$ cat src/rtl/ovl_guard_pkg.sv
// Shared types for the pulsed overload protection controller.
package ovl_guard_pkg;
    // Hiccup sequencer states
    typedef enum logic [1:0] {
        HC_IDLE  = 2'd0,  // normal, no overload being handled
        HC_GRACE = 2'd1,  // overload seen, stage still on for the grace window
        HC_COOL  = 2'd2,  // stage switched off for the long off period
        HC_PROBE = 2'd3   // stage retried, watching for a clean window
    } hc_state_t;
endpackage

$ cat src/rtl/ovl_sync.sv
// Two-flop synchroniser for a bundle of independent asynchronous bits.
// Assumes each bit is a slow level signal; no relation between bits is kept.
module ovl_sync #(
    parameter int W = 3
) (
    input  logic         clk,
    input  logic         rst_n,
    input  logic [W-1:0] d_async,
    output logic [W-1:0] q_sync
);
    logic [W-1:0] stage1;

    // Two flops per bit; reset to the inactive level
    always_ff @(posedge clk) begin
        if (!rst_n) begin
            stage1 <= '0;
            q_sync <= '0;
        end else begin
            stage1 <= d_async;
            q_sync <= stage1;
        end
    end
endmodule

$ cat src/rtl/ovl_tick.sv
// Prescaler that makes a one-cycle tick every CLK_PER_TICK clocks.
// clr holds the phase at zero, so a window starts on an exact boundary.
// en freezes the phase without losing it. Assumes CLK_PER_TICK >= 2.
module ovl_tick #(
    parameter int CLK_PER_TICK = 250000
) (
    input  logic clk,
    input  logic rst_n,
    input  logic clr,
    input  logic en,
    output logic tick
);
    localparam int PW = $clog2(CLK_PER_TICK);
    localparam logic [PW-1:0] LAST = PW'(CLK_PER_TICK - 1);

    logic [PW-1:0] phase;

    // Phase counter: cleared, frozen or advanced
    always_ff @(posedge clk) begin
        if (!rst_n || clr) begin
            phase <= '0;
        end else if (en) begin
            phase <= (phase == LAST) ? '0 : phase + 1'b1;
        end
    end

    // Tick on the last phase of each period
    always_comb tick = en && !clr && (phase == LAST);
endmodule

$ cat src/rtl/ovl_hiccup.sv
// Hiccup sequencer: grace window, long off period, retry window with clean check.
// Assumes synchronised inputs. run=0 freezes all state (thermal priority).
// static_sel=1 forces the idle state, so leaving static mode starts a fresh grace window.
module ovl_hiccup
    import ovl_guard_pkg::*;
#(
    parameter int ON_TICKS  = 90,
    parameter int OFF_RATIO = 10
) (
    input  logic clk,
    input  logic rst_n,
    input  logic static_sel,
    input  logic run,
    input  logic tick,
    input  logic ovl,
    output logic idle,
    output logic stage_off,
    output logic flag
);
    localparam int OFF_TICKS = ON_TICKS * OFF_RATIO;
    localparam int CW = $clog2(OFF_TICKS + 1);
    localparam logic [CW-1:0] ON_LAST  = CW'(ON_TICKS - 1);
    localparam logic [CW-1:0] OFF_LAST = CW'(OFF_TICKS - 1);

    hc_state_t st, st_n;
    logic [CW-1:0] cnt, cnt_n;
    logic seen, seen_n;

    // Next-state and tick counter logic
    always_comb begin
        st_n   = st;
        cnt_n  = cnt;
        seen_n = seen;
        if (static_sel) begin
            st_n   = HC_IDLE;
            cnt_n  = '0;
            seen_n = 1'b0;
        end else if (run) begin
            case (st)
                HC_IDLE: begin
                    if (ovl) begin
                        st_n  = HC_GRACE;
                        cnt_n = '0;
                    end
                end
                HC_GRACE: begin
                    if (tick) begin
                        if (cnt == ON_LAST) begin
                            st_n  = HC_COOL;
                            cnt_n = '0;
                        end else begin
                            cnt_n = cnt + 1'b1;
                        end
                    end
                end
                HC_COOL: begin
                    if (tick) begin
                        if (cnt == OFF_LAST) begin
                            st_n   = HC_PROBE;
                            cnt_n  = '0;
                            seen_n = 1'b0;
                        end else begin
                            cnt_n = cnt + 1'b1;
                        end
                    end
                end
                HC_PROBE: begin
                    seen_n = seen | ovl;
                    if (tick) begin
                        if (cnt == ON_LAST) begin
                            st_n   = (seen | ovl) ? HC_COOL : HC_IDLE;
                            cnt_n  = '0;
                            seen_n = 1'b0;
                        end else begin
                            cnt_n = cnt + 1'b1;
                        end
                    end
                end
                default: st_n = HC_IDLE;
            endcase
        end
    end

    // State registers
    always_ff @(posedge clk) begin
        if (!rst_n) begin
            st   <= HC_IDLE;
            cnt  <= '0;
            seen <= 1'b0;
        end else begin
            st   <= st_n;
            cnt  <= cnt_n;
            seen <= seen_n;
        end
    end

    // Decoded outputs
    always_comb begin
        idle      = (st == HC_IDLE);
        stage_off = (st == HC_COOL);
        flag      = (st == HC_COOL) || (st == HC_PROBE);
    end
endmodule

$ cat src/rtl/ovl_thermal.sv
// Thermal latch with hysteresis: set by the trip comparator, cleared only by
// the cooldown comparator while the trip is low. Assumes synchronised inputs.
module ovl_thermal (
    input  logic clk,
    input  logic rst_n,
    input  logic hot,
    input  logic cool,
    output logic hot_st
);
    // Set/release latch, trip has priority
    always_ff @(posedge clk) begin
        if (!rst_n) begin
            hot_st <= 1'b0;
        end else if (hot) begin
            hot_st <= 1'b1;
        end else if (cool) begin
            hot_st <= 1'b0;
        end
    end
endmodule

$ cat src/rtl/ovl_guard.sv
// Top of the pulsed overload protection controller.
// Synchronises the comparators and runs the hiccup sequencer on a prescaled tick.
// Thermal shutdown takes priority over the hiccup state and freezes it.
// Assumes static_mode is a quasi-static control from the clk domain.
module ovl_guard #(
    parameter int CLK_PER_TICK = 250000,
    parameter int ON_TICKS     = 90,
    parameter int OFF_RATIO    = 10
) (
    input  logic clk,
    input  logic rst_n,
    input  logic static_mode,
    input  logic ovl_raw,
    input  logic hot_raw,
    input  logic cool_raw,
    output logic stage_en,
    output logic ovl_flag,
    output logic hot_flag
);
    logic ovl_s, hot_s, cool_s;
    logic tick, hc_idle, hc_off, hc_flag, hot_st;

    ovl_sync #(.W(3)) u_sync (
        .clk(clk), .rst_n(rst_n),
        .d_async({ovl_raw, hot_raw, cool_raw}),
        .q_sync({ovl_s, hot_s, cool_s})
    );

    ovl_thermal u_therm (
        .clk(clk), .rst_n(rst_n), .hot(hot_s), .cool(cool_s), .hot_st(hot_st)
    );

    ovl_tick #(.CLK_PER_TICK(CLK_PER_TICK)) u_tick (
        .clk(clk), .rst_n(rst_n),
        .clr(hc_idle || static_mode), .en(!hot_st), .tick(tick)
    );

    ovl_hiccup #(.ON_TICKS(ON_TICKS), .OFF_RATIO(OFF_RATIO)) u_hic (
        .clk(clk), .rst_n(rst_n),
        .static_sel(static_mode), .run(!hot_st), .tick(tick), .ovl(ovl_s),
        .idle(hc_idle), .stage_off(hc_off), .flag(hc_flag)
    );

    // Output merge: thermal first, then mode selects hiccup or clamp report
    always_comb begin
        stage_en = !hot_st && (static_mode || !hc_off);
        ovl_flag = static_mode ? ovl_s : hc_flag;
        hot_flag = hot_st;
    end
endmodule

$ cat config.mk
export PLATFORM = sky130hd
export DESIGN_NAME = ovl_guard
export DESIGN_NICKNAME = d
export VERILOG_FILES = /design/src/rtl/ovl_guard_pkg.sv /design/src/rtl/ovl_sync.sv /design/src/rtl/ovl_tick.sv /design/src/rtl/ovl_hiccup.sv /design/src/rtl/ovl_thermal.sv /design/src/rtl/ovl_guard.sv
export SDC_FILE = /design/constraint.sdc
export NUM_CORES = 1
export LEC_CHECK = 0
export BUFFER_PORTS_ARGS = -buffer_cell sky130_fd_sc_hd__buf_2
export CELL_PAD_IN_SITES_DETAIL_PLACEMENT = 1
export CELL_PAD_IN_SITES_GLOBAL_PLACEMENT = 1
export CORE_ASPECT_RATIO = 1.5
export CORE_MARGIN = 4
export CORE_UTILIZATION = 45
export DETAILED_ROUTE_END_ITERATION = 7
export MAX_ROUTING_LAYER = met4
export PLACE_DENSITY = 0.78
export SLEW_MARGIN = 30
export SYNTH_ARGS = -nofsm -noshare
export SYNTH_HDL_FRONTEND = slang
export SYNTH_HIERARCHICAL = 1
export SYNTH_SLANG_ARGS = --single-unit
export TNS_END_PERCENT = 50
$ cat constraint.sdc
create_clock -name clk -period 2.75 [get_ports clk]
set_input_delay 0.1375 -clock clk [delete_from_list [all_inputs] [get_ports clk]]
set_output_delay 0.1375 -clock clk [all_outputs]
set_load 0.01 [all_outputs]
==> impl_metrics.env, run 1 <==
export IMPL_syn_to_final_growth_pct=13.0
export IMPL_ant_nets=0
export IMPL_num_rows=29
export IMPL_cts_resized=0
export IMPL_worstHoldPathCells=2
export IMPL_hold_start="ovl_raw"
export IMPL_drtIter0Drc=71
export IMPL_grt_pass1_wl_um=8490
export IMPL_synth_top_area_share_pct=38.9
export IMPL_ys_top_cells_by_count="38 x dfxtp_1, 23 x nor2_1, 14 x nand2_1, 14 x nand3_1, 14 x nand4_1"
export IMPL_tightest_slew_ns=0.755
export IMPL_cts_htree_levels=2
export IMPL_cts_sinks=38
export IMPL_crit_arrival_ns=2.68
export IMPL_cts_max_path_buffers=2
export IMPL_path_class="reg2reg"
export IMPL_synth_async_reset_ratio_pct=0
export IMPL_postCtsSetupBuffers=0
export IMPL_die_w_um=61.8
export IMPL_fp_coreArea_um2=4210
export IMPL_grt_pass1_vias=1859
export IMPL_ys_top_cells_by_area="dfxtp_1 39%, nand4_1 4.5%, nor2_1 4.4%"
export IMPL_route_detailed_wl_per_inst_um=17.2
export IMPL_yosys_register_bits=38
export IMPL_crit_path_start_kind="flip-flop"
export IMPL_max_slew_margin_pct=49.5
export IMPL_antenna_found_initial=0
export IMPL_ios=9
export IMPL_nets=240
export IMPL_hold_viol_final=0
export IMPL_fin_tns_setup_ns=0
export IMPL_min_period_over_period_pct=89.5
export IMPL_syn_num_nets=229
export IMPL_setup_viol=0
export IMPL_power_density_nw_per_um2=537
export IMPL_min_to="u_sync/stage1[2]"
export IMPL_start_util_pct=46.5
export IMPL_drt_first_pass_iters=4
export IMPL_ys_warnings_count=6
export IMPL_numCtsBuffers=5
export IMPL_grt_usage_pct=21.2
export IMPL_grt_overflow=0
export IMPL_syn_area_per_cell_um2=8.89
export IMPL_final_util_pct=52.6
export IMPL_yosys_area_top_type="dfxtp_1"
export IMPL_ctsHoldBuffers=0
export IMPL_r2r_setup_slack_ns=0.29
export IMPL_period_minus_slack_ns=2.46
export IMPL_synth_area_um2=1960
export IMPL_grt_max_degree=19
export IMPL_synth_main_ff_cell="dfxtp_1"
export IMPL_fmax_mhz=406
export IMPL_r2r_cells=7
export IMPL_finalHoldWorstSlack_ns=0.0487
export IMPL_layout_drive_gt1_share_pct=16.8
export IMPL_routed_wl_um=4770
export IMPL_seq_area_frac_synth_pct=38.9
export IMPL_die_area_um2=5490
export IMPL_rsz0062_at_grt="no"
export IMPL_critPathMaxFanout=12
export IMPL_drc=0
export IMPL_dr_total_vias=1697
export IMPL_die_h_um=88.8
export IMPL_min_path_type="in2reg"
export IMPL_status="completed"
export IMPL_port_buffers=8
export IMPL_reg2reg_to="u_hic/cnt[6]"
export IMPL_clk_pin_slew_ns=0.08
export IMPL_viasPerCell=6.10
export IMPL_ir_drop_uv=500
export IMPL_cap_violations=0
export IMPL_yosysMostFrequentCell="dfxtp_1"
export IMPL_hpwl_um=3520
export IMPL_cts_root_buffer="clkbuf_8"
export IMPL_final_max_slew_viol_count=0
export IMPL_fin_skew_ns=0.00475
export IMPL_cp_end_kind="flip-flop"
export IMPL_p_leak_nw=0.743
export IMPL_syn_instance_count=220
export IMPL_clkLatencyLatePin_ns=0.29
export IMPL_worstPathRequired_ns=2.97
export IMPL_synth_distinct_cells=51
export IMPL_cts_tree="built"
export IMPL_num_antenna_cells=0
export IMPL_gp_congestion=0.901
export IMPL_r2r_start="u_tick/phase[4]"
export IMPL_synth_edf_count=0
## state kept, by name, indices dropped and copies added (netlist names)
signal,cells
u_hic/seen,1
u_therm/hot_st,1
u_tick/phase,18
u_sync/stage1,3
u_sync/q_sync,3
u_hic/cnt,10
u_hic/st,2
## cells by family (layout without fill, tap and decap cells)
logic type      after synthesis  in the layout  share of synthesized area [%]
simple gates                110            110                           33.6
fa+ha+maj                     3              3                           1.92
flops                        38             38                           38.9
mux                           5              5                           2.81
xor+xnor                     14             14                           6.27
compound gates               31             31                           12.5
buf+inv                      19             31                           4.09
## stage by stage
step                area [um^2]  setup WS [ns]  cells  total power, mW
CTS                        2200          0.112    278             1.20
global placement           2060          0.265    270            0.609
global route               2210         0.0592    278             1.23
detailed placement         2060          0.172    270            0.611
floorplan                  1960          0.239    220            0.595
finish                     2210          0.288    278             1.19
## area by class of cell
class	count	area, um^2
flip-flops and latches	38	761
clock inverters	2	60.1
well taps	46	57.6
multi-input cells	163	1130
clock buffers	6	82.6
inverters	8	30.0
fillers	490	2000
repair buffers	15	92.6
## how the worst max path moves through the flow
stage	from	end	slack, ns	cells after the start
after floorplan	u_tick/phase[4]	u_hic/cnt[3]	0.24	9
after global placement	u_tick/phase[4]	u_hic/cnt[8]	0.27	7
after detailed placement	u_tick/phase[4]	u_hic/cnt[6]	0.17	7
after CTS	u_tick/phase[4]	u_hic/cnt[6]	0.11	7
after global routing	u_tick/phase[10]	u_hic/cnt[8]	0.06	7
final	u_tick/phase[4]	u_hic/cnt[6]	0.29	7
## cells in the final DEF (no fill, tap or decap), types with 4 or more instances in the layout
cell type | synthesis | layout
dfxtp_1 | 38 | 38
nor2_1 | 23 | 23
nand4_1 | 14 | 14
nand2_1 | 14 | 14
nand3_1 | 14 | 14
inv_1 | 8 | 8
buf_2 | 3 | 8
xnor2_1 | 8 | 8
buf_4 | 1 | 7
and2_1 | 7 | 7
clkbuf_8 | 0 | 6
nor4_1 | 7 | 6
xor2_1 | 6 | 6
a21oi_1 | 5 | 5
a31oi_1 | 5 | 5
and4_1 | 4 | 4
nor3_1 | 4 | 4
mux2i_1 | 4 | 4
## worst max-delay path: stages, from the launching register on
cell and delay, ns:
dfxtp_1 0.40, nor4b_2 0.30, nand3_1 0.20, nor4_2 0.32
o211ai_1 0.17, and2_1 0.29, or4_1 0.54, a31oi_1 0.16
## layer usage
layer	up-vias	routed length, um	track usage, %
met3	17	75	4.23
met5	-	0	-
met4	0	156	10.6
met2	19	2690	37.9
met1	831	1860	20.7
li1	830	-	-
## power by group
part,switching (mW),internal [mW]
Combinational,0.0249,0.0157
Clock,0.202,0.387
Sequential,0.00275,0.555
No activity file was read; power rests on OpenSTA's default activity.
==> inputs of run 2 (changes only) <==
--- a/config.mk
+++ b/config.mk
@@ -5,15 +5,16 @@
 export SDC_FILE = /design/constraint.sdc
 export NUM_CORES = 1
 export LEC_CHECK = 0
+export ABC_AREA = 1
 export BUFFER_PORTS_ARGS = -buffer_cell sky130_fd_sc_hd__buf_2
 export CELL_PAD_IN_SITES_DETAIL_PLACEMENT = 1
 export CELL_PAD_IN_SITES_GLOBAL_PLACEMENT = 1
 export CORE_ASPECT_RATIO = 1.5
 export CORE_MARGIN = 4
-export CORE_UTILIZATION = 45
+export CORE_UTILIZATION = 43
 export DETAILED_ROUTE_END_ITERATION = 7
 export MAX_ROUTING_LAYER = met4
-export PLACE_DENSITY = 0.78
+export PLACE_DENSITY_LB_ADDON = 0.1
 export SLEW_MARGIN = 30
 export SYNTH_ARGS = -nofsm -noshare
 export SYNTH_HDL_FRONTEND = slang
==> impl_metrics.env, run 2 <==
export IMPL_syn_instance_count=318
export IMPL_syn_num_nets=327
export IMPL_crit_path_start_kind="flip-flop"
export IMPL_die_h_um=93.7
export IMPL_die_area_um2=6100
export IMPL_dpl_instance_area_um2=2220
export IMPL_hold_start="ovl_raw"
export IMPL_grt_pass1_wl_um=9720
export IMPL_fin_tns_setup_ns=0
export IMPL_layout_drive_gt1_share_pct=15.3
export IMPL_cts_root_buffer="clkbuf_8"
export IMPL_mostFrequentLayoutCells="76 x nand2_1, 53 x nor2_1, 44 x inv_1"
export IMPL_final_common_cell="nand2_1"
export IMPL_grt_max_degree=14
export IMPL_period_minus_slack_ns=2.17
export IMPL_cp_slowest_stage_delay_ns=0.39
export IMPL_grt_overflow=0
export IMPL_layout_top_registers="u_tick/phase: 18 flops, u_hic/cnt: 10 flops"
export IMPL_synth_main_ff_cell="dfxtp_1"
export IMPL_cts_resized=0
export IMPL_grt_pass1_vias=2176
export IMPL_r2r_start="u_tick/phase[0]"
export IMPL_drtIter0Drc=48
export IMPL_yosys_area_top_type="dfxtp_1"
export IMPL_top_register="u_tick/phase"
export IMPL_seq_area_frac_synth_pct=36.1
export IMPL_status="completed"
export IMPL_hold_viol_final=0
export IMPL_postCtsSetupBuffers=0
export IMPL_ctsHoldBuffers=0
export IMPL_viasPerCell=5.07
export IMPL_path_class="reg2reg"
export IMPL_syn_area_per_cell_um2=6.62
export IMPL_cts_max_path_buffers=2
export IMPL_final_max_slew_viol_count=0
export IMPL_setup_viol=0
export IMPL_r2r_setup_slack_ns=0.58
export IMPL_rsz0062_at_grt="no"
export IMPL_final_util_pct=50.6
export IMPL_cts_tree="built"
export IMPL_stdcell_area_um2=2330
export IMPL_ys_top_cells_by_count="76 x nand2_1, 53 x nor2_1, 44 x inv_1"
export IMPL_cp_cell_sequence="ha_1 > inv_1 > nor2_2 > nand3_1 > nor2_1 > inv_1 > nand2_1 > nand2_1 > nor2_4 > nand3_2 > nand2_2 > nor3_1"
export IMPL_dp_slack_ns=0.661
export IMPL_ys_warnings_count=6
export IMPL_min_to="u_sync/stage1[2]"
export IMPL_power_density_nw_per_um2=471
export IMPL_crit_arrival_ns=2.36
export IMPL_clk_pin_slew_ns=0.08
export IMPL_max_slew_margin_pct=78.5
export IMPL_fp_coreArea_um2=4620
export IMPL_synth_top_area_share_pct=36.1
export IMPL_synth_async_reset_ratio_pct=0
export IMPL_worstPathRequired_ns=2.94
export IMPL_cpMaxStageDelayCell="dfxtp_1"
export IMPL_r2r_cells=12
export IMPL_yosys_register_bits=38
export IMPL_critPathMaxFanout=8
export IMPL_critPathBufInv=2
export IMPL_fmax_mhz=460
export IMPL_synth_area_um2=2100
export IMPL_cts_sinks=38
export IMPL_ios=9
export IMPL_cp_end_kind="flip-flop"
export IMPL_worstHoldPathCells=3
export IMPL_cap_violations=0
export IMPL_min_period_over_period_pct=79.0
export IMPL_start_util_pct=45.6
export IMPL_reg2reg_to="u_hic/cnt[2]"
export IMPL_nets=341
export IMPL_fin_skew_ns=0.00728
export IMPL_yosysMostFrequentCell="nand2_1"
export IMPL_drc=0
export IMPL_num_antenna_cells=0
export IMPL_drt_first_pass_iters=4
export IMPL_route_detailed_wl_per_inst_um=14.0
export IMPL_synth_edf_count=0
export IMPL_min_path_type="in2reg"
export IMPL_power_mw=1.10
export IMPL_antenna_found_initial=0
export IMPL_synth_distinct_cells=27
export IMPL_fin_ws_ns=0.578
export IMPL_ys_top_cells_by_area="dfxtp_1 36%, nand2_1 14%, nor2_1 9.5%"
export IMPL_numCtsBuffers=5
export IMPL_port_buffers=8
export IMPL_dr_total_vias=2013
export IMPL_clkLatencyLatePin_ns=0.30
export IMPL_die_w_um=65.1
export IMPL_ant_nets=0
export IMPL_tightest_slew_ns=0.322
export IMPL_p_leak_nw=0.876
export IMPL_grt_usage_pct=21.1
export IMPL_path_delay_family="simple AND/OR/NAND/NOR gates"
export IMPL_gp_congestion=0.796
export IMPL_hpwl_um=4240
export IMPL_cts_htree_levels=2
export IMPL_ir_drop_uv=296
export IMPL_num_rows=30
export IMPL_syn_to_final_growth_pct=10.9
export IMPL_routed_wl_um=5560
export IMPL_largest_reg_flops=18
export IMPL_fillers=660
==> run 2: changes by cell type in the layout (fill, tap and decap cells not counted), sizes merged, moves of 7 or more <==
cell   previous run  this run
nor4              7         0
nor2             23        68
nand3            14        22
and2              7         0
inv               8        48
nand2            14        86
nand4            15         8
==> run 2: logic make-up (layout without fill, tap and decap cells) <==
kind of cell / count (synthesis) / count (layout) / synth area share (%)
adders and majority gates: 3 / 3 / 1.78
muxes: 1 / 1 / 0.476
xor gates and xnor gates: 9 / 9 / 3.75
buffers and inverters: 51 / 66 / 9.27
AOI/OAI and AO/OA: 20 / 20 / 5.17
DFF: 38 / 38 / 36.1
and+or+nand+nor: 196 / 196 / 43.4
==> run 2: worst max path at each step <==
| stage | start | to | cells past startpoint |
|---|---|---|---|
| final | u_tick/phase[0] | u_hic/cnt[2] | 12 |
| after global placement | u_tick/phase[0] | u_hic/st[1] | 12 |
| after global routing | u_tick/phase[0] | u_hic/cnt[2] | 12 |
| after CTS | u_tick/phase[0] | u_hic/cnt[2] | 12 |
| after floorplan | u_therm/hot_st | u_hic/st[0] | 13 |
| after detailed placement | u_tick/phase[0] | u_hic/st[1] | 12 |
==> run 2: worst register-to-register path: stages (launching register included) <==
cell and delay, ns:
dfxtp_1 0.39, ha_1 0.23, inv_1 0.07, nor2_2 0.16
nand3_1 0.14, nor2_1 0.12, inv_1 0.09, nand2_1 0.14
nand2_1 0.11, nor2_4 0.22, nand3_2 0.14, nand2_2 0.17
nor3_1 0.09
==> run 2: power by group <==
part	switching, mW	internal (mW)
clock network	0.217	0.270
registers	0.00436	0.556
logic	0.0351	0.0173
total	0.256	0.843
==> run 2: layer usage <==
metal | share of wire [%] | track usage, % | wire [um]
met2 | 60 | 43.4 | 3350
met1 | 35 | 18.1 | 1940
met5 | 0 | - | 0
met3 | 1.6 | 3.35 | 89
met4 | 3.2 | 9.00 | 179
==> run 2: final cells by class <==
| cell class | instances | area (um^2) | area share [%] |
|---|---|---|---|
| Sequential cell | 38 | 761 | 32.6 |
| Clock inverter | 3 | 45.0 | 1.93 |
| Timing Repair Buffer | 9 | 47.5 | 2.04 |
| Clock buffer | 5 | 68.8 | 2.95 |
| Tap cell | 64 | 80.1 | 3.43 |
| Multi-Input combinational cell | 229 | 1150 | 49.2 |
| Inverter | 49 | 184 | 7.88 |
==> run 2: per-stage QoR <==
step                instances  hold slack, ns
global placement          389           0.318
CTS                       397          0.0123
detailed placement        389           0.327
global route              397          0.0165
finish                    397          0.0217
floorplan                 318           0.231
